--- src/rtl/dest_enum_pkg.sv ---
package dest_enum_pkg;

    localparam int DE_VEC_W  = 256;
    localparam int DE_NODE_W = 15;
    localparam int DE_SUB_W  = 6;
    localparam logic [DE_SUB_W-1:0] DE_LOCAL_SUB = 6'h10;

    typedef enum logic [0:0] {
        ST_IDLE = 1'b0,
        ST_WALK = 1'b1
    } walk_state_e;

    // Outcome of checking an incoming request.
    typedef struct packed {
        logic tree_bad;
        logic sub_bad;
    } req_check_t;

    function automatic req_check_t check_request(input logic tree_mode,
                                                 input logic [DE_SUB_W-1:0] sub);
        req_check_t r;
        r.tree_bad = tree_mode;
        r.sub_bad  = (sub != DE_LOCAL_SUB);
        return r;
    endfunction

endpackage

--- src/rtl/dest_popcount.sv ---
module dest_popcount #(
    parameter int W     = 256,
    parameter int CNT_W = $clog2(W + 1)
) (
    input  logic [W-1:0]     bits_i,
    output logic [CNT_W-1:0] ones_o
);
    always_comb begin
        ones_o = '0;
        for (int i = 0; i < W; i++) begin
            ones_o = ones_o + CNT_W'(bits_i[i]);
        end
    end
endmodule

--- src/rtl/dest_lowest_set.sv ---
module dest_lowest_set #(
    parameter int W     = 256,
    parameter int IDX_W = $clog2(W)
) (
    input  logic [W-1:0]     mask_i,
    output logic             found_o,
    output logic [IDX_W-1:0] idx_o,
    output logic [W-1:0]     rest_o
);
    always_comb begin
        idx_o = '0;
        for (int i = W - 1; i >= 0; i--) begin
            if (mask_i[i]) idx_o = IDX_W'(i);
        end
        found_o = |mask_i;
        rest_o  = mask_i;
        rest_o[idx_o] = 1'b0;
    end
endmodule

--- src/rtl/dest_enum.sv ---
module dest_enum
    import dest_enum_pkg::*;
#(
    parameter int VEC_W  = DE_VEC_W,
    parameter int NODE_W = DE_NODE_W,
    parameter int SUB_W  = DE_SUB_W
) (
    input  logic                           clk,
    input  logic                           rst,
    input  logic                           load_i,
    input  logic [VEC_W-1:0]               targets_i,
    input  logic [NODE_W-1:0]              start_i,
    input  logic                           tree_mode_i,
    input  logic [SUB_W-1:0]               sub_i,
    output logic                           busy_o,
    output logic                           dst_valid_o,
    input  logic                           dst_ready_i,
    output logic [NODE_W-1:0]              dst_node_o,
    output logic [SUB_W-1:0]               dst_sub_o,
    output logic                           done_o,
    output logic [$clog2(VEC_W+1)-1:0]     total_o,
    output logic                           err_tree_o,
    output logic                           err_sub_o
);
    localparam int CNT_W = $clog2(VEC_W + 1);
    localparam int IDX_W = $clog2(VEC_W);

    walk_state_e        state_q;
    logic [VEC_W-1:0]   mask_q;
    logic [NODE_W-1:0]  start_q;
    logic [CNT_W-1:0]   total_q;
    logic               done_q;
    logic               err_tree_q;
    logic               err_sub_q;

    logic [CNT_W-1:0]   in_ones;
    logic               found;
    logic [IDX_W-1:0]   low_idx;
    logic [VEC_W-1:0]   mask_rest;
    req_check_t         chk;
    logic               take_load;
    logic               xfer;

    dest_popcount #(.W(VEC_W), .CNT_W(CNT_W)) u_count (
        .bits_i (targets_i),
        .ones_o (in_ones)
    );

    dest_lowest_set #(.W(VEC_W), .IDX_W(IDX_W)) u_scan (
        .mask_i  (mask_q),
        .found_o (found),
        .idx_o   (low_idx),
        .rest_o  (mask_rest)
    );

    assign chk       = check_request(tree_mode_i, sub_i);
    assign take_load = load_i && (state_q == ST_IDLE);
    assign xfer      = dst_valid_o && dst_ready_i;

    always_ff @(posedge clk) begin
        if (rst) begin
            state_q    <= ST_IDLE;
            mask_q     <= '0;
            start_q    <= '0;
            total_q    <= '0;
            done_q     <= 1'b0;
            err_tree_q <= 1'b0;
            err_sub_q  <= 1'b0;
        end else begin
            done_q <= 1'b0;
            if (take_load) begin
                start_q    <= start_i;
                err_tree_q <= chk.tree_bad;
                err_sub_q  <= chk.sub_bad;
                if (!chk.tree_bad && !chk.sub_bad) begin
                    mask_q  <= targets_i;
                    total_q <= in_ones;
                    if (|targets_i) begin
                        state_q <= ST_WALK;
                    end else begin
                        done_q  <= 1'b1;
                    end
                end else begin
                    mask_q  <= '0;
                    total_q <= '0;
                    done_q  <= 1'b1;
                end
            end else if (state_q == ST_WALK && xfer) begin
                mask_q <= mask_rest;
                if (mask_rest == '0) begin
                    state_q <= ST_IDLE;
                    done_q  <= 1'b1;
                end
            end
        end
    end

    assign busy_o      = (state_q == ST_WALK);
    assign dst_valid_o = (state_q == ST_WALK) && found;
    assign dst_node_o  = start_q + NODE_W'(low_idx);
    assign dst_sub_o   = DE_LOCAL_SUB;
    assign done_o      = done_q;
    assign total_o     = total_q;
    assign err_tree_o  = err_tree_q;
    assign err_sub_o   = err_sub_q;

    // Assertions

    // a stalled destination is held steady
    p_hold_stall_r5: assert property (@(posedge clk) disable iff (rst)
        (dst_valid_o && !dst_ready_i) |=> (dst_valid_o && $stable(dst_node_o)));

    // each transfer removes exactly one target from the pending set
    p_one_per_xfer_r5: assert property (@(posedge clk) disable iff (rst)
        (busy_o && xfer && !load_i) |=> ($countones(mask_q) == $countones($past(mask_q)) - 1));

    // done is a single-cycle pulse, issued while idle
    p_done_pulse_r6: assert property (@(posedge clk) disable iff (rst)
        done_o |=> !done_o);
    p_done_idle_r6: assert property (@(posedge clk) disable iff (rst)
        done_o |-> (!busy_o && !dst_valid_o));

    // refused tree-format request never emits
    p_tree_silent_r8: assert property (@(posedge clk) disable iff (rst)
        err_tree_o |-> !dst_valid_o);

    // emitted destinations always target the local subnode
    p_sub_local_r9: assert property (@(posedge clk) disable iff (rst)
        dst_valid_o |-> (dst_sub_o == 6'h10));

    // a load during a walk leaves the count alone
    p_busy_load_r10: assert property (@(posedge clk) disable iff (rst)
        (busy_o && load_i) |=> $stable(total_o));

endmodule

--- config.mk ---
export PLATFORM = sky130hd
export DESIGN_NAME = dest_enum
export DESIGN_NICKNAME = d
export VERILOG_FILES = /design/src/rtl/dest_enum_pkg.sv /design/src/rtl/dest_popcount.sv /design/src/rtl/dest_lowest_set.sv /design/src/rtl/dest_enum.sv
export SDC_FILE = /design/constraint.sdc
export NUM_CORES = 2
export LEC_CHECK = 0
export BUFFER_PORTS_ARGS = -buffer_cell sky130_fd_sc_hd__buf_2
export CORE_MARGIN = 10
export CORE_UTILIZATION = 32
export CTS_CLUSTER_SIZE = 12
export DETAILED_ROUTE_END_ITERATION = 8
export HOLD_SLACK_MARGIN = 0.03
export PLACE_DENSITY = 0.49
export SYNTH_ARGS = -nofsm -noshare
export SYNTH_HDL_FRONTEND = slang
export SYNTH_SLANG_ARGS = --single-unit
--- constraint.sdc ---
create_clock -name clk -period 9.8 [get_ports clk]
set_input_delay 1.96 -clock clk [delete_from_list [all_inputs] [get_ports clk]]
set_output_delay 1.96 -clock clk [all_outputs]
set_load 0.01 [all_outputs]
## Word-level counts from Yosys, hierarchy flattened

Index checks and enable logic that the tools add are counted.

- Mux-type cells: 272
- $add $sub $neg: 256
- Magnitude comparators: 2
- Eq/ne operators: 3
- Reduce and logical (&&, ||, !) cells: 14
- Bitwise operators: 3

Operators with widths:

| operator | count |
|---|---|
| $add 9x1->9 | 254 |
| $mux 8 | 256 |
| $mux 256 | 3 |
| $reduce_or 256->1 | 2 |
| $and 256x256->256 | 1 |
| $logic_not 256->1 | 1 |
| $not 256->256 | 1 |
| $add 15x8->15 | 1 |
| $mux 1 | 11 |
| $lt 8x9->1 const B | 1 |
| $mux 9 | 1 |
| $demux 1 s8 | 1 |
| $ge 8x1->1 const B | 1 |
| $logic_and 1x1->1 | 6 |
| $ne 6x5->1 const B | 1 |
| $ne 2x1->1 const B | 2 |
| $reduce_and 4->1 | 1 |
| $reduce_bool 2->1 | 2 |
| $add 1x1->2 | 1 |
| $logic_not 1->1 | 2 |
| $not 1->1 | 1 |

- Word-level logic and storage cells: 557
- Flip-flop bits (word level): 284
- Input port bits: 282

## Depth between registers and ports, before layout

- Depth after elaboration: 266
- Gate-level depth with buffers: 29
- Gate-level depth less buffers: 29

## By module

From an unflattened synthesis, not the netlist that was laid out.

- Cell total of the unflattened synthesis: 3209
- Area, all modules: 26022.5 um^2

Modules (own cells, without submodules):

| module | area each (um^2) | seq. area each (um^2) | cells each | times used |
|---|---|---|---|---|
| dest_enum | 12822.3 | 5685.5 | 1530 | 1 |
| dest_popcount | 6886.6 | 0.0 | 669 | 1 |
| dest_lowest_set | 6313.6 | 0.0 | 1010 | 1 |

## Worst setup path after synthesis

No wires, ideal clock.

- Kind: input port to flip-flop
- From: input port targets_i[204]
- To: register total_q[7] (netlist: total_o[7])
- Setup slack: 0.525 ns
- Library setup time: 0.128 ns
- Stages: 28
- Arrival: 9.147 ns
- Cell sequence: fa_1 > inv_1 > fa_1 > inv_1 > fa_1 > fa_1 > inv_1 > fa_1 > inv_1 > fa_1 > fa_1 > inv_1 > fa_1 > fa_1 > fa_1 > fa_1 > inv_1 > ha_1 > nor2b_1 > o21ai_0 > nand2b_1 > a21o_1 > a21o_1 > a21o_1 > a21oi_1 > xnor2_1 > a22oi_1 > nor2_1

- Longest elaborated chain between the ends: 53

RTL lines:

| what | RTL line | RTL |
|---|---|---|
| start: declaration | dest_enum.sv:11 | `input logic [VEC_W-1:0] targets_i,` |
| $add 9x1->9 (52 in a row) | dest_popcount.sv:11 | `ones_o = ones_o + CNT_W'(bits_i[i]);` |
| $mux 9 | dest_enum.sv:75 | `if (!chk.tree_bad && !chk.sub_bad) begin` |
| end signal: assignment | dest_enum.sv:77 | `total_q <= in_ones;` |
| end: declaration | dest_enum.sv:31 | `logic [CNT_W-1:0] total_q;` |

Every way passes these cells.
A chain may end at the register's enable or synchronous reset.

## Final worst setup path

- From: input port targets_i[218]
- To: register total_q[8] (netlist: total_o[8])

- Longest elaborated chain between the ends: 39

RTL lines:

| what | RTL line |
|---|---|
| $add 9x1->9 (38 in a row) | dest_popcount.sv:11 |
| $mux 9 | dest_enum.sv:75 |

Every way passes these cells.

==> impl_metrics.py <==
metrics = {
    "global_route": {
        "grt_max_degree": 147,
        "grt_overflow": 0,
        "antenna_found_initial": 17,
        "grt_pass1_vias": 30824,
        "grt.total_usage_pct": 39.46,
        "grt_pass1_wl_mm": 260.8,
    },
    "critical_path": {
        "slowest_delay_ps": 680,
        "crit_arrival_ps": 9880,
        "cp-start-kind": "input pin",
        "cpMostUsedCell": "fa_1",
        "cp_max_fo": 2,
        "path_class": "input pin to flop",
        "r2r_cells": 14,
        "end_kind": "flop",
        "cpMaxStageDelayCell": "fa_1",
        "worstPathRequired_ps": 10300,
    },
    "clock_network": {
        "clk_pin_slew_ps": 60,
        "cts_resized": 0,
        "cts_setup_buffers": 0,
        "cts-root-buf": "clkbuf_16",
        "cts_tree": "done",
        "clockBufferDepth": 3,
        "clock_latency_ps": 590,
        "clkSinkCount": 284,
        "cts.htree.levels": 2,
        "hold_buffers": 0,
        "numCtsBuffers": 40,
    },
    "sta": {
        "min_period_ps": 9388,
        "fin_crit_sh_pct": 95.80,
        "hold_viol": 0,
        "fmax_ghz": 0.1065,
        "max_slew_margin_pct": 3.493,
        "skew_ps": 24.54,
        "slew_violations": 0,
        "setup_viol": 0,
        "setup_ws_ps": 411.8,
        "tightest_slew_ps": 1429,
        "rsz0062_at_grt": "false",
    },
    "yosys": {
        "yosysTopAreaCellShare_pct": 21.37,
        "async_flop_share_pct": 0,
        "synth_simple_gate_area_share_pct": 22.21,
        "synth_flop_cell": "dfxtp_1",
        "avgSynthCellArea_um2": 7.646,
        "synth_xor_area_share_pct": 0.6914,
        "synthTopCellsByArea": "dfxtp_1 (21%), fa_1 (18%), a21oi_1 (8.1%), inv_1 (5.7%), nor2_1 (4.7%)",
        "synth_fa_ha_area_share_pct": 20.69,
        "synth_top_family_by_area": "compound AO/OA/AOI/OAI gates",
        "synth_edf_count": 0,
        "synthesis.area_um2": 26600,
        "yosysTopAreaCell": "dfxtp_1",
        "synth-compound-area-share_pct": 26.09,
        "synth_cell_types": 81,
        "syn_inst": 3479,
        "synth-seq-area-share_pct": 21.37,
        "synth-seq-cells": 284,
        "synthMuxAreaShare_pct": 0,
        "yosys_warnings": 0,
    },
    "final_layout": {
        "final_cell_mix": "a21oi_1 (430), inv_1 (403), nor2_1 (333), buf_2 (309), dfxtp_1 (284)",
        "fin_util_pct": 38.46,
        "area.growth.synth_to_final_pct": 18.90,
        "final_common_cell": "a21oi_1",
        "drive_gt1_share_pct": 15.94,
        "fillCellCount": 8858,
        "fin_nets": 4368,
        "final-seq-area_um2": 5685,
        "multi_input_area_um2": 18680,
    },
    "floorplanning": {
        "start_util_pct": 32.35,
        "pin_count": 317,
        "die_x_um": 308.3,
        "fp.dieH_um": 308.3,
        "coreArea_um2": 82240,
        "die-area_um2": 95060,
        "rows": 105,
    },
    "flow_run": {
        "max_cap_viol_count": 0,
    },
    "outcome": {
        "outcome": "finished, final reports clean",
    },
    "routing": {
        "drc": 0,
        "drt_iter0_markers": 5179,
        "antenna_left": 0,
        "via_count": 32428,
        "drt_wl_total_mm": 193.4,
        "viasPerCell": 6.609,
        "drt_pre_antenna_iters": 8,
        "routedWlPerCell_um": 39.41,
    },
    "placement": {
        "gp_congestion": 1.078,
        "place_ws_ps": -130.9,
        "portBuffers": 310,
        "dp_hpwl_mm": 151.9,
    },
    "worst_hold_path": {
        "min_path_cells": 2,
        "hp-class": "flop to flop",
    },
}
[synth_stat cells (35+ instances only)]
master	count
o21ai_0	185
nor4_1	161
nand2_1	197
nor3_1	171
or4_1	36
o41ai_1	39
fa_1	243
ha_1	47
nand3_1	35
a211oi_1	96
o31ai_1	75
a21oi_1	430
nand4_1	82
clkbuf_1	178
nor2_1	334
inv_1	404
o31a_1	39
dfxtp_1	284
[path summary, 6_finish.rpt]
kind	from	end	slack [ps]
max	targets_i[218]	total_o[8]	410
min reg2reg	start_q[3]	start_q[3]	460
min	start_q[3]	start_q[3]	460
max reg2reg	mask_q[97]	busy_o	1770
[layer usage]
layer  vias up  GRT usage [%]  wire length, um
met5         -         0.5808              209
met4        20          25.32            15660
met3       624          14.70            26690
met2      2741          55.67            77570
met1     15866          49.83            73250
li1      13177              -                -
[layout make-up]
class                      instances  area share [%]
sequential                       284           17.98
multi-input combinational       2578           59.07
inverter                         404           4.794
tap                             1070           4.233
antenna                           11         0.08703
timing repair buffer             488           9.332
clock inverter                    15          0.7595
clock buffer                      57           3.750
[stage by stage]
stage,cell area [um2],TNS [ps],cells,hold slack [ps]
global route,31600,0,4896,476.4
finish,31630,0,4907,459.7
CTS,31550,0,4893,463.6
global placement,30130,-328.5,4821,450.0
floorplan,26620,0,3483,440.6
detailed placement,30130,-243.0,4821,453.5
[critical path: cells and delay by family]
family / cells / cell delay [ps]
buf+inv: 6 / 510
simple gates: 3 / 320
fa+ha+maj: 13 / 6420
compound gates: 6 / 650
[kinds of logic (layout without fill, tap and decap cells)]
family | after synthesis | after routing
other | 2 | 17
AO/OA/AOI/OAI | 1090 | 1090
AND/OR/NAND/NOR | 1166 | 1166
XOR/XNOR | 21 | 21
buffers and inverters | 621 | 964
flip-flops | 284 | 284
adder cells (fa/ha/maj) | 295 | 295
[registers in the layout (all words and copies together) (netlist names)]
name,count
mask_q,256
start_q,15
total_o,9
busy_o,1
done_o,1
err_tree_o,1
err_sub_o,1
Power is not shown: default switching activity piles up to over one toggle a cycle in this logic, so the estimate is an artifact.
